$ cat src/rtl/fib_pkg.sv
package fib_pkg;
  // Strobes from control to datapath
  typedef struct packed {
    logic takeSeed;  // parallel load of both registers
    logic step;      // advance one term
  } fibCtl_t;
endpackage

$ cat src/rtl/fib_ctrl.sv
module fib_ctrl
  import fib_pkg::*;
(
  input  logic    load,
  output fibCtl_t ctl
);
  // Load has priority; otherwise the pair always steps.
  always_comb begin
    ctl.takeSeed = load;
    ctl.step     = ~load;
  end
endmodule

$ cat src/rtl/fib_dp.sv
module fib_dp
  import fib_pkg::*;
#(
  parameter int WIDTH = 4
) (
  input  logic             clk,
  input  fibCtl_t          ctl,
  input  logic [WIDTH-1:0] seedFirst,
  input  logic [WIDTH-1:0] seedSecond,
  output logic [WIDTH-1:0] curTerm,
  output logic [WIDTH-1:0] sumTerm
);
  logic [WIDTH-1:0] curReg;
  logic [WIDTH-1:0] nextReg;
  logic [WIDTH-1:0] addOut;
  logic [WIDTH-1:0] curD;
  logic [WIDTH-1:0] nextD;

  // Natural modulo-2^WIDTH add; carry dropped
  assign addOut = curReg + nextReg;

  // Input multiplexers select the seed or the stepped value
  always_comb begin
    curD  = curReg;
    nextD = nextReg;
    if (ctl.takeSeed) begin
      curD  = seedFirst;
      nextD = seedSecond;
    end else if (ctl.step) begin
      curD  = nextReg;
      nextD = addOut;
    end
  end

  always_ff @(posedge clk) begin
    curReg  <= curD;
    nextReg <= nextD;
  end

  assign curTerm = curReg;
  assign sumTerm = addOut;
endmodule

$ cat src/rtl/fib_gen.sv
module fib_gen
  import fib_pkg::*;
#(
  parameter int WIDTH = 4
) (
  input  logic             clk,
  input  logic             load,
  input  logic [WIDTH-1:0] seedFirst,
  input  logic [WIDTH-1:0] seedSecond,
  output logic [WIDTH-1:0] curTerm,
  output logic [WIDTH-1:0] sumTerm
);
  fibCtl_t ctl;

  fib_ctrl u_ctrl (
    .load (load),
    .ctl  (ctl)
  );

  fib_dp #(.WIDTH(WIDTH)) u_dp (
    .clk        (clk),
    .ctl        (ctl),
    .seedFirst  (seedFirst),
    .seedSecond (seedSecond),
    .curTerm    (curTerm),
    .sumTerm    (sumTerm)
  );
endmodule

$ cat config.mk
export PLATFORM = sky130hd
export DESIGN_NAME = fib_gen
export DESIGN_NICKNAME = d
export VERILOG_FILES = /design/src/rtl/fib_pkg.sv /design/src/rtl/fib_ctrl.sv /design/src/rtl/fib_dp.sv /design/src/rtl/fib_gen.sv
export SDC_FILE = /design/constraint.sdc
export NUM_CORES = 1
export LEC_CHECK = 0
export BUFFER_PORTS_ARGS = -buffer_cell sky130_fd_sc_hd__buf_4
export CELL_PAD_IN_SITES_DETAIL_PLACEMENT = 0
export CELL_PAD_IN_SITES_GLOBAL_PLACEMENT = 1
export CORE_AREA = 4 4 41 43
export DETAILED_ROUTE_END_ITERATION = 7
export DIE_AREA = 0 0 45 47
export MAX_ROUTING_LAYER = met4
export PLACE_DENSITY_LB_ADDON = 0.2
export SLEW_MARGIN = 15
export SYNTH_ARGS = -nofsm -noshare
export SYNTH_HDL_FRONTEND = slang
export SYNTH_SLANG_ARGS = --single-unit
$ cat constraint.sdc
create_clock -name clk -period 1.7 [get_ports clk]
set_input_delay 0.085 -clock clk [delete_from_list [all_inputs] [get_ports clk]]
set_output_delay 0.085 -clock clk [all_outputs]
set_load 0.02 [all_outputs]
==> impl_metrics.ini <==
[synth]
syn_area_sq_um = 365.4
syn_nets = 43
yosysTopAreaCell = dfxtp_1
yosysSeqAreaShare_pct = 43.84
synth_top_area_share_pct = 43.84
avgSynthCellArea_sq_um = 12.60
synth.area.mux_share_pct = 21.58
yosys_register_bits = 8
synthSimpleGateAreaFrac_pct = 6.164
synth-xor-area-share_pct = 7.192
synth.area.top_cells = dfxtp_1 (44%), mux2_2 (22%), ha_1 (10%), xor2_1 (7.2%), fa_1 (5.5%)
yosysWarnings = 0
synth_fa_ha_area_share_pct = 15.75
synthCells = 29
synth_cell_types = 12
synth_top_family_by_area = multiplexers
synth_compound_area_share_pct = 4.110

[worst_setup_path]
cp_max_fo = 2
ff2ff_path_depth = 4
start_kind = flip-flop
slowest_stage = fa_1
reg2reg_from = u_dp.curTerm[0]$_DFF_P_
criticalPathCategory = flip-flop to primary output
rr_endpoint = u_dp.nextReg[2]$_DFF_P_
cp_top_family = adder cells
slowest_delay_ps = 380
path_cells = ha_1 > fa_1 > xor2_1 > buf_4
crit_required_ps = 1620
critPathCaptureType = primary output
critical_path_buf_inv_count = 1
ff2ff_setup_slack_ps = 270
cp.arrival_ps = 1500

[min_path]
min_to = u_dp.curTerm[3]$_DFF_P_
hold_class = input port to flip-flop
hold_depth = 2
worstHoldStart = seedFirst[3]

[detailed_routing]
vias_per_cell = 4.619
drt-pass1-iter-count = 1
wl_microns = 761
drc_errors = 0
vias = 291
routedWlPerCell_microns = 12.08
ant_nets = 0
drtIter0Drc = 0

[clock_network]
cts-root-buf = clkbuf_4
worstSkewPairLatency_ps = 250
cts_buffers = 3
clock_sinks = 8
ctsHtreeMaxLevel = 1
cts.clk_slew.worst_paths_ps = 50
cts_tree = yes
clk_path_buf_depth = 2
cts_setup_buffers = 0

[layout]
area_growth_pct = 45.89
drive_above_1_share_pct = 58.33
antenna_cells = 0
nets = 64
n_fill_cell = 134
final_area_sq_um = 533.0
postLayoutCoreUtil_pct = 40.96

[power_and_ir_drop]
peakVddDrop_v = 0.0008579
cellLeakagePower_uw = 0.0002542
p_per_area_nw_per_um2 = 2201

[sta]
fin_setup_tns_ps = 0
hold_violations = 0
fin_crit_ps = 1585
relSlewSlack_pct = 82.21
slew_violations = 0
period_share_pct = 93.25
max_freq_mhz = 630.8
finalSetupViolations = 0
finClkSkew_ps = 3.609
rsz0062_at_grt = no
worstMarginPinSlew_ps = 265.9

[place]
dpl_cell_area_sq_um = 506.7
io_buffers = 17
gp_congestion = 0.7089

[die]
start_util_pct = 28.08
core.rowCount = 13
coreArea_sq_um = 1301
die-area_sq_um = 2115
ios = 18
die_h_microns = 47
dieWidth_microns = 45

[global_routing]
grt_pass1_wl_mm = 1.248
gr-usage-all-layers_pct = 8.942
gr-total-overflow = 0
antenna_found_initial = 0
grt_max_degree = 11
grt_pass1_vias = 305

[run_status]
outcome = complete, no violations

[job]
cap_violations = 0
## placed cells by master (no fill, tap or decap), drive strengths merged
cell type	count
nand2	1
and4b	1
buf	17
mux2	7
xor2	3
clkbuf	3
fa	1
nand3	1
ha	3
a21oi	1
dfxtp	8
nor2	1
a221o	1
## cells by family after synthesis
kind of cell	Yosys count
flops	8
mux	7
fa+ha+maj	4
simple gates	4
xor+xnor	3
compound gates	2
buf+inv	1
## per-layer routing
metal	part of all wire [%]	track usage, %	vias to the layer above
li1	-	-	143
met1	36	8.776	134
met2	53	14.41	14
met3	10	7.663	0
met4	0	0	0
met5	0	-	-
## Yosys cell counts
library cell	number
dfxtp_1	8
mux2_2	7
ha_1	3
xor2_1	3
a21oi_1	1
a221o_1	1
and4b_1	1
buf_2	1
fa_1	1
nand2_1	1
nand3_1	1
nor2_1	1
## metrics by stage
stage | hold WS (ps) | setup slack, ps | power (uW) | cells
floorplan | 228.7 | 33.09 | 765.0 | 29
global placement | 311.4 | 263.8 | 1015 | 60
detailed placement | 316.7 | 236.4 | 1039 | 60
CTS | 55.07 | 63.49 | 1184 | 63
global route | 49.95 | 14.28 | 1271 | 63
finish | 62.03 | 114.8 | 1173 | 63
## what timing repair did
| item | CTS | global route |
|---|---|---|
| setup endpoints to repair | 0 | 2 |
| resized for setup | 0 | 1 |
| hold buffers | 0 | 0 |
## worst max-delay path by stage
stage | cells after the start | slack [ps] | to | startpoint
final | 4 | 110 | sumTerm[2] | u_dp.curTerm[0]$_DFF_P_
after detailed placement | 4 | 240 | u_dp.nextReg[2]$_DFF_P_ | u_dp.curTerm[0]$_DFF_P_
after floorplan | 4 | 30 | u_dp.nextReg[2]$_DFF_P_ | u_dp.curTerm[0]$_DFF_P_
after global routing | 4 | 10 | sumTerm[2] | u_dp.curTerm[0]$_DFF_P_
after global placement | 4 | 260 | u_dp.nextReg[2]$_DFF_P_ | u_dp.curTerm[0]$_DFF_P_
after CTS | 5 | 60 | sumTerm[3] | u_dp.curTerm[2]$_DFF_P_
## cell type report
class | count | area (sq um) | share of cell area [%]
Multi-Input combinational cell | 20 | 203.9 | 38.26
Timing Repair Buffer | 17 | 127.6 | 23.94
Sequential cell | 8 | 160.2 | 30.05
Tap cell | 15 | 18.77 | 3.521
Clock buffer | 3 | 22.52 | 4.225
## worst register-to-register path, cell delays in order, from the launching register on
cell     delay (ps)
dfxtp_1         310
ha_1            220
fa_1            380
xor2_1          160
mux2_2          260
## power breakdown
part / internal, uW / switching, uW
Sequential: 263 / 51.2
Combinational: 342 / 379
Clock: 80.3 / 57.7
Total: 685 / 488
## registers in the layout (all words and copies together) (netlist names)
name / flops
u_dp.nextReg: 4
u_dp.curTerm: 4
Power figures use the tool's default switching activity.
